### src/rtl/irq_nest_pkg.sv
// Shared types for the interrupt nesting sequencer.
// Assumes nothing beyond a two-bit state encoding.
package irq_nest_pkg;

    // Entry sequencer phases, in the order they run.
    typedef enum logic [1:0] {
        SEQ_IDLE = 2'd0,
        SEQ_DEC  = 2'd1,
        SEQ_PUSH = 2'd2,
        SEQ_LOAD = 2'd3
    } seq_state_e;

endpackage

### src/rtl/ien_level.sv
// Saturating interrupt-enable level, 0..TOP.
// Assumes up and down are single-cycle strobes; both at once cancel out.
module ien_level #(
    parameter int TOP = 2
) (
    input  logic clk,
    input  logic rst_n,
    input  logic up_i,
    input  logic dn_i,
    output logic at_top_o
);
    localparam int LVL_W = $clog2(TOP + 1);
    localparam logic [LVL_W-1:0] TOP_V = LVL_W'(TOP);

    logic [LVL_W-1:0] lvl_q;

    // Move the level one step, holding at both ends.
    always_ff @(posedge clk) begin
        if (!rst_n) begin
            lvl_q <= '0;
        end else if (up_i && !dn_i && (lvl_q != TOP_V)) begin
            lvl_q <= lvl_q + 1'b1;
        end else if (dn_i && !up_i && (lvl_q != '0)) begin
            lvl_q <= lvl_q - 1'b1;
        end
    end

    // Requests are allowed only at the top level.
    always_comb at_top_o = (lvl_q == TOP_V);

endmodule

### src/rtl/entry_seq.sv
// Three-phase handler entry: lower the level, push the captured PC, load the vector.
// Assumes take_i is raised only while idle_o is 1.
module entry_seq
    import irq_nest_pkg::*;
#(
    parameter int PC_W     = 12,
    parameter int VEC_ADDR = 2
) (
    input  logic            clk,
    input  logic            rst_n,
    input  logic            take_i,
    input  logic [PC_W-1:0] pc_i,
    output logic            idle_o,
    output logic            dec_o,
    output logic            push_o,
    output logic [PC_W-1:0] push_data_o,
    output logic            load_o,
    output logic [PC_W-1:0] load_addr_o
);
    seq_state_e      st_q;
    logic [PC_W-1:0] pc_q;

    // Advance through the phases once a request is taken.
    always_ff @(posedge clk) begin
        if (!rst_n) begin
            st_q <= SEQ_IDLE;
        end else begin
            unique case (st_q)
                SEQ_IDLE: if (take_i) st_q <= SEQ_DEC;
                SEQ_DEC:  st_q <= SEQ_PUSH;
                SEQ_PUSH: st_q <= SEQ_LOAD;
                default:  st_q <= SEQ_IDLE;
            endcase
        end
    end

    // Keep the PC of the accepting cycle for the push.
    always_ff @(posedge clk) begin
        if (!rst_n) begin
            pc_q <= '0;
        end else if (take_i && (st_q == SEQ_IDLE)) begin
            pc_q <= pc_i;
        end
    end

    // Decode the phase into request strobes.
    always_comb begin
        idle_o      = (st_q == SEQ_IDLE);
        dec_o       = (st_q == SEQ_DEC);
        push_o      = (st_q == SEQ_PUSH);
        load_o      = (st_q == SEQ_LOAD);
        push_data_o = pc_q;
        load_addr_o = PC_W'(VEC_ADDR);
    end

endmodule

### src/rtl/halt_track.sv
// Halted flag with clear taking priority over set.
// Assumes set and clear are already qualified by the caller.
module halt_track (
    input  logic clk,
    input  logic rst_n,
    input  logic set_i,
    input  logic clr_i,
    output logic halted_o
);
    logic halt_q;

    // Hold the halted state between halt and wake.
    always_ff @(posedge clk) begin
        if (!rst_n) begin
            halt_q <= 1'b0;
        end else if (clr_i) begin
            halt_q <= 1'b0;
        end else if (set_i) begin
            halt_q <= 1'b1;
        end
    end

    // Expose the flag.
    always_comb halted_o = halt_q;

endmodule

### src/rtl/irq_nest_seq.sv
// Top: nesting interrupt enable, trap entry and halt tracking.
// Assumes the decoder gives instruction strobes only together with boundary_i.
module irq_nest_seq #(
    parameter int PC_W     = 12,
    parameter int VEC_ADDR = 2,
    parameter int EN_TOP   = 2
) (
    input  logic            clk,
    input  logic            rst_n,
    input  logic            boundary_i,
    input  logic            ei_i,
    input  logic            di_i,
    input  logic            irq_i,
    input  logic            trap_i,
    input  logic            halt_i,
    input  logic            resume_i,
    input  logic [PC_W-1:0] pc_i,
    output logic            push_o,
    output logic [PC_W-1:0] push_data_o,
    output logic            pc_load_o,
    output logic [PC_W-1:0] pc_load_addr_o,
    output logic            halted_o
);
    logic at_top, seq_idle, seq_dec;
    logic eff_bnd, take, open_bnd;
    logic lvl_up, lvl_dn, halt_set, halt_clr;

    // Decide acceptance and qualify the instruction strobes.
    always_comb begin
        eff_bnd  = boundary_i | halted_o;
        take     = seq_idle && eff_bnd && (trap_i || (irq_i && at_top));
        open_bnd = seq_idle && eff_bnd && !take;
        lvl_up   = open_bnd && ei_i;
        lvl_dn   = seq_dec || (open_bnd && di_i);
        halt_set = open_bnd && halt_i;
        halt_clr = take || resume_i;
    end

    ien_level #(.TOP(EN_TOP)) u_level (
        .clk      (clk),
        .rst_n    (rst_n),
        .up_i     (lvl_up),
        .dn_i     (lvl_dn),
        .at_top_o (at_top)
    );

    entry_seq #(.PC_W(PC_W), .VEC_ADDR(VEC_ADDR)) u_seq (
        .clk         (clk),
        .rst_n       (rst_n),
        .take_i      (take),
        .pc_i        (pc_i),
        .idle_o      (seq_idle),
        .dec_o       (seq_dec),
        .push_o      (push_o),
        .push_data_o (push_data_o),
        .load_o      (pc_load_o),
        .load_addr_o (pc_load_addr_o)
    );

    halt_track u_halt (
        .clk      (clk),
        .rst_n    (rst_n),
        .set_i    (halt_set),
        .clr_i    (halt_clr),
        .halted_o (halted_o)
    );

endmodule

### config.mk
export PLATFORM = sky130hd
export DESIGN_NAME = irq_nest_seq
export DESIGN_NICKNAME = d
export VERILOG_FILES = /design/src/rtl/irq_nest_pkg.sv /design/src/rtl/ien_level.sv /design/src/rtl/entry_seq.sv /design/src/rtl/halt_track.sv /design/src/rtl/irq_nest_seq.sv
export SDC_FILE = /design/constraint.sdc
export NUM_CORES = 1
export LEC_CHECK = 0
export CORE_AREA = 2 2 51 53
export DETAILED_ROUTE_END_ITERATION = 8
export DIE_AREA = 0 0 53 55
export PLACE_DENSITY_LB_ADDON = 0.05
export SLEW_MARGIN = 20
export SYNTH_ARGS = -nofsm -noshare
export SYNTH_HDL_FRONTEND = slang
export SYNTH_SLANG_ARGS = --single-unit
### constraint.sdc
create_clock -name clk -period 4.1 [get_ports clk]
set_input_delay 0.82 -clock clk [delete_from_list [all_inputs] [get_ports clk]]
set_output_delay 0.82 -clock clk [all_outputs]
set_load 0.005 [all_outputs]
After elaboration in Yosys (flattened, before gate mapping)
Index checks and enable logic that the tools add are counted.
W data, S select, Z words.

cells by class
  divide/modulo/power cells = 0
  reduce and logical (&&, ||, !) cells = 22
  shifts and indexed selects = 0
  bitwise operators = 2
  eq/ne operators = 6
  multiplexer cells = 4
  add/sub/neg operators = 2
  $mul = 0
  order comparisons = 0

operators by type and width
  cell                   count
  $logic_and A1 B1 Y1    12
  $eq A2 B2 Y1 const B   3
  $mux W2                3
  $pmux W2 S3            1
  $reduce_bool A2 Y1     2
  $logic_not A1 Y1       3
  $logic_or A1 B1 Y1     3
  $add A2 B1 Y2 const B  1
  $eq A2 B1 Y1 const B   1
  $logic_not A2 Y1       1
  $ne A2 B1 Y1 const B   1
  $ne A2 B2 Y1 const B   1
  $reduce_or A2 Y1       1
  $sub A2 B1 Y2 const B  1
  $not A1 Y1             1
  $or A1 B1 Y1           1

word-level totals
  ROM bits = 0
  word-level logic and storage cells = 40
  flip-flop bits (word level) = 17
  memories kept = 0
  latch bits = 0
  RAM bits = 0
  input port bits = 21

Longest topological paths before layout
  depth in word-level cells = 12
  depth in mapped cells = 7
  mapped depth without buffers = 6

Cells and area by module
A second synthesis with hierarchy kept.

second synthesis, totals
  cell total of the unflattened synthesis = 106
  area, all modules = 913.4 um^2

modules (own cells, without submodules)
  module        cells each  area each (um^2)  instances
  entry_seq     82          699.4             1
  ien_level     13          121.4             1
  irq_nest_seq  8           56.3              1
  halt_track    3           36.3              1

Worst setup path after synthesis
No wires, ideal clock.

  path type = input-to-reg
  from = in trap_i
  to = reg u_level.lvl_q[0]
  setup slack = 2159 ps
  buffers on the path = 1
  cell stages on the path = 4
  setup time = 127 ps
  arrival = 1814 ps
  cells stage by stage = clkbuf_2 > or4_1 > a311oi_1 > a211oi_1

on the way
  longest elaborated chain between the ends = 10
  elaborated cells between the ends (all ways) = 15

ends and longest elaborated chain
  what                                           line                RTL
  start: declaration                             irq_nest_seq.sv:14  input logic trap_i,
  $logic_or A1 B1 Y1 (*)                         irq_nest_seq.sv:31  take = seq_idle && eff_bnd && (trap_i || (irq_i && at_top));
  $logic_and A1 B1 Y1 (*)                        irq_nest_seq.sv:31
  $logic_not A1 Y1 (*)                           irq_nest_seq.sv:32  open_bnd = seq_idle && eff_bnd && !take;
  $logic_and A1 B1 Y1 (*)                        irq_nest_seq.sv:32
  $logic_and A1 B1 Y1                            irq_nest_seq.sv:34  lvl_dn = seq_dec || (open_bnd && di_i);
  $logic_or A1 B1 Y1                             irq_nest_seq.sv:34
  $logic_not A1 Y1                               ien_level.sv:21     end else if (up_i && !dn_i && (lvl_q != TOP_V)) begin
  $logic_and A1 B1 Y1 (2 in a row)               ien_level.sv:21
  $mux W2 or $reduce_bool A2 Y1 (tied branches)  n/a
  end signal: assignment                         ien_level.sv:22     lvl_q <= lvl_q + 1'b1;
  end signal: assignment                         ien_level.sv:24     lvl_q <= lvl_q - 1'b1;
  end: declaration                               ien_level.sv:15     logic [LVL_W-1:0] lvl_q;

Mark *: on every way between the ends. The rest lies on a longest branch, timed or not.
A chain may end at the register's enable or synchronous reset.

Worst setup path in the final report
  from = reg u_seq.st_q[0]
  to = out push_o

on the way
  longest elaborated chain between the ends = 1

ends and longest elaborated chain
  what                      line                RTL
  start: declaration        entry_seq.sv:20     seq_state_e st_q;
  start signal: assignment  entry_seq.sv:26     st_q <= SEQ_IDLE;
  start signal: assignment  entry_seq.sv:29     SEQ_IDLE: if (take_i) st_q <= SEQ_DEC;
  start signal: assignment  entry_seq.sv:30     SEQ_DEC: st_q <= SEQ_PUSH;
  $eq A2 B2 Y1              entry_seq.sv:50     push_o = (st_q == SEQ_PUSH);
  end: declaration          irq_nest_seq.sv:18  output logic push_o,

No other way between the ends.

==> flow_metrics.env <==
export IMPL_cp_slowest_cell="clkdlybuf4s50_1"
export IMPL_rows=18
export IMPL_cts_hold_buffers_added=0
export IMPL_endpoint_kind="output port"
export IMPL_area_growth_pct=37.8
export IMPL_h_tree_depth=1
export IMPL_grt_max_degree=18
export IMPL_setup_tns_final_ns=0
export IMPL_critical_path_top_delay_family="buffers and inverters"
export IMPL_die_h_um=55
export IMPL_cts_made_buffers=3
export IMPL_max_cap_violations=0
export IMPL_async_flop_share_pct=0
export IMPL_cts_root_buf="clkbuf_4"
export IMPL_postLayoutCoreUtil_pct=53.4
export IMPL_wl_per_cell_um=11.8
export IMPL_ys_warn_count=0
export IMPL_synth_simple_gate_area_share_pct=13.8
export IMPL_drc=0
export IMPL_hold_violations=0
export IMPL_drive_gt1_share_pct=5.43
export IMPL_clock_latency_ns=0.29
export IMPL_fmax_ghz=0.451
export IMPL_slowest_delay_ns=0.50
export IMPL_setup_viol=0
export IMPL_worstSetupPathType="reg2out"
export IMPL_totalPowerFinal_w=0.000506
export IMPL_worst_path_buf_inv=2
export IMPL_synthAdderAreaFrac_pct=5.46
export IMPL_slew_viol_final=0
export IMPL_slew_headroom_pct=62.1
export IMPL_cts_tree="built"
export IMPL_dp_hpwl_mm=1.34
export IMPL_mostFrequentLayoutCells="35 x clkdlybuf4s50_1, 17 x dfxtp_1, 12 x mux2i_1, 12 x nor2_1, 12 x conb_1"
export IMPL_yosysSeqAreaShare_pct=37.2
export IMPL_crit_chain="inv_1 > ha_1 > clkdlybuf4s50_1"
export IMPL_routabilityCongestion=0.735
export IMPL_synth_edf_count=0
export IMPL_n_antenna_cell=0
export IMPL_grt_pass1_vias=701
export IMPL_synthMuxAreaShare_pct=13.1
export IMPL_mostFrequentLayoutCell="clkdlybuf4s50_1"
export IMPL_antenna_found_initial=0
export IMPL_yosys_area_top_type="dfxtp_1"
export IMPL_fin_area_um2=1260
export IMPL_nets=155
export IMPL_synth_top_family_by_area="compound AO/OA/AOI/OAI gates"
export IMPL_finalClockSkew_ns=0.00707
export IMPL_period_share_pct=54.1
export IMPL_leakage_nw=0.552
export IMPL_crit_arrival_ns=1.40
export IMPL_drt_wl_total_mm=1.88
export IMPL_ant_nets=0
export IMPL_fillers=229
export IMPL_synthXorXnorAreaFrac_pct=0.956
export IMPL_synth_top_area_share_pct=37.2
export IMPL_required_ns=3.28
export IMPL_drt_iter0_markers=0
export IMPL_period_needed_ns=2.22
export IMPL_start_kind="register"
export IMPL_clock_sinks=17
export IMPL_postCtsSetupBuffers=0
export IMPL_yosys_top_cells_area="dfxtp_1 37%, mux2i_1 13%, buf_4 11%"
export IMPL_worstMarginPinSlew_ns=0.567
export IMPL_outcome="completed"
export IMPL_core_region_area_um2=2360
export IMPL_track_usage_pct=14.0
export IMPL_synthFlopType="dfxtp_1"
export IMPL_ctsLongestPathBuffers=2
export IMPL_initial_utilization_pct=38.7
export IMPL_via_per_inst=4.75
export IMPL_synth_seq_cells=17
export IMPL_min_path_type="reg2reg"
export IMPL_synth_cell_types=31
export IMPL_cts_resized=0
export IMPL_layout_setup_ws_ns=1.88
export IMPL_clkTransAtPathRegs_ns=0.10
export IMPL_port_buffer_count=35
export IMPL_ios=48
export IMPL_avgSynthCellArea_um2=9.64
export IMPL_rsz0062_at_grt="no"
export IMPL_ir_drop_mv=0.194
export IMPL_critPathMaxFanout=3
export IMPL_post_place_ws_ns=1.62
export IMPL_dpl_instance_area_um2=1230
export IMPL_die_x_um=53
export IMPL_synth_compound_area_share_pct=14.6
export IMPL_grt_ovfl_total=0
export IMPL_dr_pass1_iters=1
export IMPL_synthCells=95
export IMPL_power_density_nw_per_um2=401
export IMPL_dieArea_um2=2920
export IMPL_syn_cell_area_um2=916
export IMPL_grt_first_pass_wirelength_mm=2.95
export IMPL_vias=756
==> report_power, final <==
part | internal [W] | leakage [nW] | total [W] | switching, W
combinational | 0.000114 | 0.396 | 0.000212 | 0.0000985
clock | 0.0000362 | 0.0177 | 0.0000882 | 0.0000520
sequential | 0.000189 | 0.139 | 0.000206 | 0.0000161
total | 0.000339 | 0.552 | 0.000506 | 0.000167
==> kinds of logic (layout without fill, tap and decap cells) <==
group | after synthesis | count (layout)
fa+ha+maj | 4 | 4
simple gates | 22 | 22
xor+xnor | 1 | 1
other cells | 2 | 12
buf+inv | 21 | 45
compound gates | 16 | 16
flops | 17 | 17
mux | 12 | 12
==> state kept, by name, indices dropped and copies added, names as in the netlist <==
| signal | flops |
|---|---|
| u_seq.push_data_o | 12 |
| u_seq.st_q | 2 |
| u_halt.halted_o | 1 |
| u_level.lvl_q | 2 |
==> stage by stage <==
| step | hold WS (ns) | instances |
|---|---|---|
| 2_1_floorplan | 0.470 | 105 |
| 3_3_place_gp | 0.474 | 155 |
| 3_5_place_dp | 0.487 | 155 |
| 4_1_cts | 0.513 | 159 |
| 5_1_grt | 0.549 | 159 |
| 6_report | 0.506 | 159 |
==> layout make-up <==
cell class,count,area [µm²],area share (%)
Inverter,6,22.5,1.78
Sequential cell,17,340,27.0
Tap cell,30,37.5,2.97
Timing Repair Buffer,35,350,27.8
Multi-Input combinational cell,67,484,38.4
Clock inverter,1,5.00,0.396
Clock buffer,3,22.5,1.78
==> per-layer routing <==
layer | wire length [µm] | GRT usage [%]
met1 | 843 | 15.5
met2 | 874 | 25.0
met3 | 156 | 3.76
met4 | 10 | 6.41
met5 | 0 | 0
==> cells in the mapped netlist (2+ instances only) <==
| cell | count |
|---|---|
| dfxtp_1 | 17 |
| buf_4 | 13 |
| mux2i_1 | 12 |
| nor2_1 | 12 |
| inv_1 | 6 |
| ha_1 | 4 |
| a21oi_1 | 2 |
| a311oi_1 | 2 |
| conb_1 | 2 |
| nor4b_1 | 2 |
| o21ai_0 | 2 |
| o31ai_1 | 2 |
==> tightest hold or removal path, stage by stage, from the launching register on <==
cell and delay [ns]:
dfxtp_1 0.34, mux2i_1 0.06, nor2_1 0.07
==> path summary, 6_finish.rpt <==
| check | startpoint | to | slack, ns | cells past startpoint |
|---|---|---|---|---|
| worst min-delay path | u_seq.push_data_o[8] | u_seq.push_data_o[8] | 0.51 | 2 |
| worst max register to register | u_seq.st_q[0] | u_level.lvl_q[0] | 2.27 | 6 |
| worst min register to register | u_seq.push_data_o[8] | u_seq.push_data_o[8] | 0.51 | 2 |
| worst max-delay path | u_seq.st_q[0] | push_o | 1.88 | 3 |
Power figures use the tool's default switching activity.
